[src/rtl/srx_pkg.sv]
package srx_pkg;
    typedef enum logic [2:0] {
        ST_IDLE,
        ST_START,
        ST_DATA,
        ST_PARITY,
        ST_STOP
    } rx_state_t;

    typedef enum logic [1:0] {
        PAR_NONE = 2'b00,
        PAR_ZERO = 2'b01,
        PAR_ODD  = 2'b10,
        PAR_EVEN = 2'b11
    } par_mode_t;

    localparam int CFG_ROUTE  = 0;
    localparam int CFG_LEN8   = 2;
    localparam int CFG_PAR_LO = 3;
    localparam int CFG_RXEN   = 5;
    localparam int CFG_CLKEN  = 7;
endpackage

[src/rtl/srx_sync.sv]
module srx_sync #(
    parameter int STAGES = 2
) (
    input  logic clk,
    input  logic rst_n,
    input  logic din,
    output logic dout
);
    logic [STAGES-1:0] pipe;

    always_ff @(posedge clk or negedge rst_n) begin
        if (!rst_n) pipe <= '1;
        else        pipe <= {pipe[STAGES-2:0], din};
    end

    assign dout = pipe[STAGES-1];
endmodule

[src/rtl/srx_fsm.sv]
module srx_fsm
    import srx_pkg::*;
#(
    parameter int OVS = 16,
    parameter int DW  = 8
) (
    input  logic          clk,
    input  logic          rst_n,
    input  logic          tick,
    input  logic          line,
    input  logic          en,
    input  logic          len8,
    input  par_mode_t     pmode,
    output logic          done,
    output logic [DW-1:0] data,
    output logic          perr,
    output logic          ferr
);
    localparam int CW = $clog2(OVS);
    localparam int IW = $clog2(DW);
    localparam logic [CW-1:0] MID  = CW'(OVS/2 - 1);
    localparam logic [CW-1:0] LAST = CW'(OVS - 1);

    rx_state_t     state, nxt;
    logic [CW-1:0] cnt;
    logic [IW-1:0] idx;
    logic [DW-1:0] sh;
    logic          acc, pbit, sample;
    logic [IW-1:0] last_idx;

    assign last_idx = len8 ? IW'(DW-1) : IW'(DW-2);
    assign sample   = tick && ((state == ST_START) ? (cnt == MID) : (cnt == LAST));

    always_ff @(posedge clk or negedge rst_n) begin
        if (!rst_n) state <= ST_IDLE;
        else        state <= nxt;
    end

    always_comb begin
        nxt = state;
        unique case (state)
            ST_IDLE:   if (!line) nxt = ST_START;
            ST_START:  if (sample) nxt = line ? ST_IDLE : ST_DATA;
            ST_DATA:   if (sample && idx == last_idx)
                           nxt = (pmode == PAR_NONE) ? ST_STOP : ST_PARITY;
            ST_PARITY: if (sample) nxt = ST_STOP;
            ST_STOP:   if (sample) nxt = ST_IDLE;
            default:   nxt = ST_IDLE;
        endcase
        if (!en) nxt = ST_IDLE;
    end

    always_ff @(posedge clk or negedge rst_n) begin
        if (!rst_n) begin
            cnt  <= '0;
            idx  <= '0;
            sh   <= '0;
            acc  <= 1'b0;
            pbit <= 1'b0;
            done <= 1'b0;
            data <= '0;
            perr <= 1'b0;
            ferr <= 1'b0;
        end else begin
            done <= 1'b0;
            if (!en || state == ST_IDLE) cnt <= '0;
            else if (tick)               cnt <= sample ? '0 : cnt + 1'b1;
            if (en && sample) begin
                unique case (state)
                    ST_START: begin
                        idx <= '0;
                        sh  <= '0;
                        acc <= 1'b0;
                    end
                    ST_DATA: begin
                        sh  <= {line, sh[DW-1:1]};
                        acc <= acc ^ line;
                        idx <= idx + 1'b1;
                    end
                    ST_PARITY: pbit <= line;
                    ST_STOP: begin
                        done <= 1'b1;
                        ferr <= !line;
                        data <= len8 ? sh : {1'b0, sh[DW-1:1]};
                        unique case (pmode)
                            PAR_NONE: perr <= 1'b0;
                            PAR_ZERO: perr <= pbit;
                            PAR_ODD:  perr <= !(acc ^ pbit);
                            PAR_EVEN: perr <= acc ^ pbit;
                            default:  perr <= 1'b0;
                        endcase
                    end
                    default: ;
                endcase
            end
        end
    end

    AST_IDLE_WHEN_OFF: assert property (@(posedge clk) disable iff (!rst_n)
        !en |=> state == ST_IDLE);
    AST_DONE_FROM_STOP: assert property (@(posedge clk) disable iff (!rst_n)
        done |-> $past(state) == ST_STOP);
    AST_IDX_RANGE: assert property (@(posedge clk) disable iff (!rst_n)
        state == ST_DATA |-> idx <= last_idx);
endmodule

[src/rtl/srx_status.sv]
module srx_status #(
    parameter int DW = 8
) (
    input  logic          clk,
    input  logic          rst_n,
    input  logic          done,
    input  logic [DW-1:0] data,
    input  logic          perr,
    input  logic          ferr,
    input  logic          route,
    input  logic          buf_rd,
    input  logic          stat_rd,
    output logic [DW-1:0] rx_data,
    output logic [2:0]    flags,
    output logic          irq_rx,
    output logic          irq_err
);
    logic full, ovr, any_err;

    assign ovr     = full && !buf_rd;
    assign any_err = perr || ferr || ovr;

    always_ff @(posedge clk or negedge rst_n) begin
        if (!rst_n) begin
            full    <= 1'b0;
            rx_data <= '0;
            flags   <= '0;
            irq_rx  <= 1'b0;
            irq_err <= 1'b0;
        end else begin
            irq_rx  <= done && (!any_err || route);
            irq_err <= done && any_err && !route;
            if (done) begin
                rx_data <= data;
                full    <= 1'b1;
            end else if (buf_rd) begin
                full    <= 1'b0;
            end
            flags <= (flags & {3{!stat_rd}}) | ({perr, ferr, ovr} & {3{done}});
        end
    end

    AST_IRQ_EXCL: assert property (@(posedge clk) disable iff (!rst_n)
        !(irq_rx && irq_err));
    AST_IRQ_PULSE: assert property (@(posedge clk) disable iff (!rst_n)
        irq_rx |=> !irq_rx);
    AST_ERR_HAS_FLAG: assert property (@(posedge clk) disable iff (!rst_n)
        irq_err |-> flags != 3'b000);
    AST_FLAG_STICKY: assert property (@(posedge clk) disable iff (!rst_n)
        (flags[2] && !stat_rd) |=> flags[2]);
endmodule

[src/rtl/serial_rx_core.sv]
module serial_rx_core
    import srx_pkg::*;
#(
    parameter int OVS = 16,
    parameter int DW  = 8
) (
    input  logic          clk,
    input  logic          rst_n,
    input  logic          tick,
    input  logic          rxd,
    input  logic [7:0]    cfg,
    input  logic          buf_rd,
    input  logic          stat_rd,
    output logic [DW-1:0] rx_data,
    output logic [7:0]    rx_status,
    output logic          irq_rx,
    output logic          irq_err
);
    logic          line_s, en, done, perr, ferr;
    logic [DW-1:0] cdata;
    logic [2:0]    flags;
    logic          unused_cfg;

    assign en         = cfg[CFG_CLKEN] && cfg[CFG_RXEN];
    assign unused_cfg = ^{cfg[6], cfg[1]};

    srx_sync #(.STAGES(2)) u_sync (
        .clk(clk), .rst_n(rst_n), .din(rxd), .dout(line_s)
    );

    srx_fsm #(.OVS(OVS), .DW(DW)) u_fsm (
        .clk(clk), .rst_n(rst_n), .tick(tick), .line(line_s), .en(en),
        .len8(cfg[CFG_LEN8]),
        .pmode(par_mode_t'(cfg[CFG_PAR_LO +: 2])),
        .done(done), .data(cdata), .perr(perr), .ferr(ferr)
    );

    srx_status #(.DW(DW)) u_stat (
        .clk(clk), .rst_n(rst_n), .done(done), .data(cdata), .perr(perr),
        .ferr(ferr), .route(cfg[CFG_ROUTE]), .buf_rd(buf_rd),
        .stat_rd(stat_rd), .rx_data(rx_data), .flags(flags),
        .irq_rx(irq_rx), .irq_err(irq_err)
    );

    assign rx_status = {5'b00000, flags};
endmodule

[config.mk]
export PLATFORM = sky130hd
export DESIGN_NAME = serial_rx_core
export DESIGN_NICKNAME = d
export VERILOG_FILES = /design/src/rtl/srx_pkg.sv /design/src/rtl/srx_sync.sv /design/src/rtl/srx_fsm.sv /design/src/rtl/srx_status.sv /design/src/rtl/serial_rx_core.sv
export SDC_FILE = /design/constraint.sdc
export NUM_CORES = 1
export LEC_CHECK = 0
export BUFFER_PORTS_ARGS = -buffer_cell sky130_fd_sc_hd__buf_2
export CAP_MARGIN = 20
export CORE_AREA = 8 8 71 104
export CTS_CLUSTER_SIZE = 40
export DETAILED_ROUTE_END_ITERATION = 8
export DIE_AREA = 0 0 79 112
export HOLD_SLACK_MARGIN = 0.06
export MAX_ROUTING_LAYER = met4
export PLACE_DENSITY_LB_ADDON = 0.2
export SYNTH_ARGS = -nofsm -noshare
export SYNTH_HDL_FRONTEND = slang
export SYNTH_SLANG_ARGS = --single-unit
[constraint.sdc]
create_clock -name clk -period 2.1 [get_ports clk]
set_input_delay 0.42 -clock clk [delete_from_list [all_inputs] [get_ports clk]]
set_output_delay 0.42 -clock clk [all_outputs]
set_load 0.005 [all_outputs]
==> metrics.txt, run 1 <==
reg-to-reg setup timing slack roughly 0.35 ns; Synth Flop Type dfrtp_1; Port Buffers 24; worst endpoint required time around 2.3 ns; CTS Sinks 47; met3 GRT Util 2.74%; first-pass GRT wire length 7.94 mm; Final setup viols 0; Clock Skews about 0.012 ns; DRC Markers 0; CTS buffer count 5; Pwr Density 688 mW/mm^2; vias in the first global route 1700; critical path launch point type register; GRT Max-Usage Layer met2; worst rel slew slack 59.6%; Worst Path Max Fanout 10; grt met1 use 13.1%; Slew Limit Fails 0; max_cap viols 0; quantity of gates resized following cts 0; P_leak around 1.2 nW; height of the die 112 um; total congestion overflow 0; initial core utilization a little under 40%; HPWL after detailed placement around 3.4 mm; Multi-input gate area about 970 um^2; met2 Usage GRT between 10% and 20%; Reg area 0.00118 mm^2; GPL Wtd Cong 0.812; TritonCTS clock tree yes; commonest non-fill, non-tap cell in the layout dfrtp_1; Synthesis Warnings 0; RSZ-0062 raised after global routing no; Final Core Density 43.1%; most frequent cells in the layout dfrtp_1 (45), buf_2 (24), nor2_1 (22), a21oi_1 (11); Slew @ Worst Pin between 0.6 and 0.7 ns; row count 35; largest net degree at the start of global routing 25; fin crit period 1.75 ns; critical path arrival 1.97 ns; cells after synthesis 205; CP endpoint kind register; Final ANT Viol Nets 0; Total GRT Usage 11.3%; postcts setup bufs 0; CP Class reg2reg; CTS root buf clkbuf_8; Fmax 570 MHz; Die X approximately 79 um; WL/cell approximately 15 um; IO Count 32; area delta synth->final 12.1%; 1st-iter DRT viols 88; Post-Route Setup TNS 0 ns; CTS Buffer Depth 2; ANT cells 0; layout cells sized above 1 23.8%; Die Area 0.00885 mm^2; register area share after synthesis 51.5%; Final nets around 250; Async SR Flop Fraction between 90% and 100%; routed via count 1553; filler cell count 591; initial antenna violation count 0; synthesized area per cell 11.2 um^2; post-synthesis cell area 0.00229 mm^2; Final Cycle Share 83.5%; Worst-Skew Late Latency 0.30 ns; hold crit path type in2async; peak supply drop 0.000278 V; clock transition at the registers of the reported paths 0.09 ns; final WL 4.49 mm; Post-CTS Hold Fix Bufs 0; status complete, no violations; Via density between 5 and 6; final-report hold violation count 0; FF+latch count, synth between 40 and 50; Core Region 0.00596 mm^2; first-pass iteration count of the detailed router 4; H-tree lvl count 2; number of synthesized flops with an enable pin 0; synth unique cells 50
[metal layers]
layer  vias to the layer above  share of wire, %
li1                        765                 -
met1                       749                44
met2                        34                50
met3                         5               4.4
met4                         0               1.4
met5                         -                 0
[final cells by class]
type	instances	area share, %
sequential	47	45.9
multi-input combinational	138	37.7
timing repair buffer	30	6.43
tap	74	3.61
clock buffer	6	2.83
clock inverter	2	2.34
inverter	8	1.17
[registers in the layout (all words and copies together) (netlist names), 2 cells and up]
| name | cells |
|---|---|
| u_fsm.cnt | 4 |
| u_sync.pipe | 2 |
| u_stat.flags | 3 |
| u_fsm.idx | 3 |
| u_fsm.data | 8 |
| u_fsm.sh | 8 |
| u_stat.rx_data | 8 |
| u_fsm.state | 3 |
[final timing paths]
kind | endpoint | cells after the start | start
max | u_fsm.idx[0] | 5 | u_fsm.cnt[0]
min | u_fsm.sh[0] | 1 | rst_n
max reg2reg | u_fsm.idx[0] | 5 | u_fsm.cnt[0]
min reg2reg | u_sync.pipe[1] | 0 | u_sync.pipe[0]
max in group asynchronous | u_fsm.cnt[3] | 2 | rst_n
min in group clk | u_sync.pipe[0] | 1 | rxd
[critical path, cell delays in order, from the launching register on]
cell,delay [ns]
dfrtp_1,0.41
ha_1,0.29
nand4_4,0.15
nor4_4,0.60
nor2_1,0.08
a31oi_1,0.15
[through the flow]
stage / setup WS [ns] / instance area, um^2 / cells / hold slack [ns] / power [W]
2_1_floorplan: 0.472 / 2300 / 209 / 0.124 / 0.000983
3_3_place_gp: 0.365 / 2430 / 297 / 0.345 / 0.00101
3_5_place_dp: 0.350 / 2430 / 297 / 0.347 / 0.00101
4_1_cts: 0.321 / 2570 / 305 / 0.0994 / 0.00179
5_1_grt: 0.189 / 2570 / 305 / 0.122 / 0.00184
6_report: 0.347 / 2570 / 305 / 0.0791 / 0.00177
[where the power goes]
group | switching (W) | leakage (nW) | total [W] | internal, W
Clock | 0.000299 | 0.0654 | 0.000775 | 0.000476
Sequential | 0.00000600 | 0.644 | 0.000916 | 0.000910
Combinational | 0.0000505 | 0.520 | 0.0000769 | 0.0000264
Total | 0.000355 | 1.23 | 0.00177 | 0.00141
[cells in the mapped netlist (2+ instances only)]
library cell / instances / share of area [%]
nand3_1: 7 / 1.5
mux2i_1: 8 / 3.5
a211oi_1: 2 / 0.66
buf_6: 3 / 1.5
dfrtp_1: 45 / 49
nand2_1: 7 / 1.1
xor2_1: 2 / 0.77
ha_1: 2 / 1.1
a21oi_1: 11 / 2.4
nand4_1: 3 / 0.82
nor3_1: 5 / 1.1
o21ai_0: 6 / 1.3
a22o_1: 9 / 3.4
inv_1: 8 / 1.3
buf_4: 9 / 3.0
a31oi_1: 3 / 0.82
nor2_1: 22 / 3.6
o21ai_1: 2 / 0.44
nand2b_1: 2 / 0.55
mux2_2: 9 / 4.4
o211ai_1: 3 / 0.98
xnor2_1: 8 / 3.1
dfstp_2: 2 / 2.3
[cell families (layout without fill, tap and decap cells)]
logic type | after synthesis | count (layout) | synth area share [%]
AND/OR/NAND/NOR | 60 | 60 | 15.2
flip-flops | 47 | 47 | 51.5
AO/OA/AOI/OAI | 43 | 43 | 13.0
buffers and inverters | 24 | 46 | 6.88
multiplexers | 18 | 18 | 8.42
XOR/XNOR | 10 | 10 | 3.83
adder cells (fa/ha/maj) | 2 | 2 | 1.09
other | 1 | 5 | 0.164
Power figures use the tool's default switching activity.
==> run 2, diff against run 1 <==
--- a/config.mk
+++ b/config.mk
@@ -5,12 +5,13 @@
 export SDC_FILE = /design/constraint.sdc
 export NUM_CORES = 1
 export LEC_CHECK = 0
+export ABC_AREA = 1
 export BUFFER_PORTS_ARGS = -buffer_cell sky130_fd_sc_hd__buf_2
 export CAP_MARGIN = 20
-export CORE_AREA = 8 8 71 104
+export CORE_AREA = 8 8 70 103
 export CTS_CLUSTER_SIZE = 40
 export DETAILED_ROUTE_END_ITERATION = 8
-export DIE_AREA = 0 0 79 112
+export DIE_AREA = 0 0 78 111
 export HOLD_SLACK_MARGIN = 0.06
 export MAX_ROUTING_LAYER = met4
 export PLACE_DENSITY_LB_ADDON = 0.2
==> constraint.sdc (replaced) <==
create_clock -name clk -period 1.81 [get_ports clk]
set_input_delay 0.362 -clock clk [delete_from_list [all_inputs] [get_ports clk]]
set_output_delay 0.362 -clock clk [all_outputs]
set_load 0.005 [all_outputs]
==> run 2 against run 1 <==
- combinational power up 20%
- worst hold slack better by 0.076 ns
- critical endpoint is now u_fsm.ferr
- largest cell class unchanged
- largest power group unchanged
- via count up 3.8%
- total power up 10%
- critical path type unchanged
==> metrics.txt, run 2 <==
WL/cell 11.4 um; most frequent cells in the layout nand2_1 (98), dfrtp_1 (45), buf_2 (24), inv_1 (22), nand3_1 (11); Pwr Density 764 mW/mm^2; layout cells sized above 1 21.1%; CP endpoint kind register; CTS Buffer Depth 2; Final setup viols 0; fin crit period roughly 1.6 ns; Cell Chain, Critical Path ha_1 -> nand2_1 -> nor2_2 -> nand3_4 -> nor2_4 -> nand2_2 -> buf_12 -> nand2_1 -> o21ai_2; CP Class reg2reg; synth cell count leaders nand2_1 (98), dfrtp_1 (45), inv_1 (22); Die X 78 um; Async SR Flop Fraction 100%; WP buf/inv 1; Slew Limit Fails 0; cells after synthesis 251; final WL 4.01 mm; vias in the first global route 1653; most used cell along the critical path nand2_1; slowest CP cell dfrtp_1; row count 34; total congestion overflow 0; delay-heaviest family, CP simple AND/OR/NAND/NOR gates; count leader, synth nand2_1; Largest regs u_fsm.data (8), u_fsm.sh (8), u_stat.rx_data (8); peak supply drop about 0.00037 V; Worst R2R Start u_fsm.cnt[0]; number of synthesized flops with an enable pin 0; post-synthesis cell area 0.00223 mm^2; 1st-iter DRT viols 65; H-tree lvl count 2; CP max stage delay 0.40 ns; initial antenna violation count 0; DRC Markers 0; Power, Total 0.00195 W; CTS buffer count 5; Final WS setup 0.247 ns; clock transition at the registers of the reported paths 0.09 ns; hold crit path type in2reg; share of the synthesized area in the top cell type roughly half; Final ANT Viol Nets 0; Total GRT Usage 10.0%; height of the die 111 um; Synthesis Warnings 0; CTS Sinks 47; Synth area leader dfrtp_1; HPWL after detailed placement 2.90 mm; Worst Path Max Fanout 20; Synth Flop Type dfrtp_1; worst endpoint required time 2.01 ns; Via density approximately 4.6; Hold Path End u_sync.pipe[0]; Clock Skews 0.00818 ns; Final nets approximately 290; Place WS 0.255 ns; first-pass iteration count of the detailed router 4; synth unique cells 29; first-pass GRT wire length 7.13 mm; FF+latch count, synth 47; TritonCTS clock tree yes; synthesized area per cell roughly 9 um^2; critical path arrival between 1.5 and 2 ns; Core Region 0.00570 mm^2; R2R cell count 9; IO Count 32; CTS root buf clkbuf_8; ANT cells 0; Worst-Skew Late Latency 0.30 ns; Final Cycle Share 86.4%; main area contributors after synthesis dfrtp_1 (50%), nand2_1 (16%), inv_1 (3.7%); postcts setup bufs 0; r2r endpoint u_fsm.ferr; max_cap viols 0; commonest non-fill, non-tap cell in the layout nand2_1; initial core utilization between 30 and 40%; hold path depth 1; Port Buffers 24; final-report hold violation count 0; largest net degree at the start of global routing 48; GPL Wtd Cong 0.808; routed via count 1612; min-delay src rxd; RSZ-0062 raised after global routing no; Fmax around 640 MHz; area delta synth->final 14.1%; critical path launch point type register; P_leak approximately 1.4 nW; status complete, no violations; Final Core Density 44.7%; Post-Route Setup TNS 0 ns; register area share after synthesis about 53%; reg-to-reg setup timing slack 0.25 ns; Die Area slightly below 0.009 mm^2
[run 2: report_power, final]
part	total (W)	switching, W	internal (W)
Sequential	0.00106	0.00000763	0.00106
Combinational	0.0000919	0.0000619	0.0000300
Clock	0.000791	0.000375	0.000416
[run 2: layout make-up]
cell class,count,area (um^2)
clock buffer,5,68.8
clock inverter,3,46.3
fill,598,3150
inverter,23,86.3
multi-input combinational,173,898
sequential,47,1180
tap,72,90.1
timing repair buffer,28,178
[run 2: timing repair]
| action | in CTS | in global routing |
|---|---|---|
| setup endpoints to repair | 0 | 0 |
| hold buffers | 1 | 0 |
| gates resized for setup | 0 | 0 |
| endpoints found under the hold margin | 45 | 0 |
[run 2: logic make-up (layout without fill, tap and decap cells)]
kind of cell | count (synthesis) | count (layout) | synth area share (%)
other cells | 1 | 5 | 0.168
flops | 47 | 47 | 52.8
simple gates | 131 | 131 | 26.2
mux | 7 | 7 | 3.14
fa+ha+maj | 2 | 2 | 1.12
xor+xnor | 4 | 4 | 1.57
buf+inv | 35 | 59 | 7.57
compound gates | 24 | 24 | 7.40
[run 2: layer usage]
layer	vias to the layer above	track usage, %	share of wire, %
met4	0	3.60	0.90
met3	4	3.08	6.2
met1	737	9.55	41
met2	35	18.2	52
met5	-	-	0
li1	836	-	-
[run 2: worst max path at each step]
stage	from	end	slack (ns)	cells after the start
floorplan	u_fsm.cnt[0]	u_fsm.idx[0]	0.39	9
global placement	u_fsm.cnt[0]	u_fsm.data[3]	0.26	9
detailed placement	u_fsm.cnt[0]	u_fsm.ferr	0.26	9
CTS	u_fsm.cnt[0]	u_fsm.ferr	0.23	9
global route	u_fsm.cnt[0]	u_fsm.acc	0.07	8
finish	u_fsm.cnt[0]	u_fsm.ferr	0.25	9
[run 2: per-stage QoR]
step,instances,instance area (um^2),hold WS [ns]
global placement,342,2420,0.346
finish,351,2550,0.155
CTS,351,2550,0.143
detailed placement,342,2420,0.347
floorplan,255,2250,0.0664
global route,351,2550,0.135
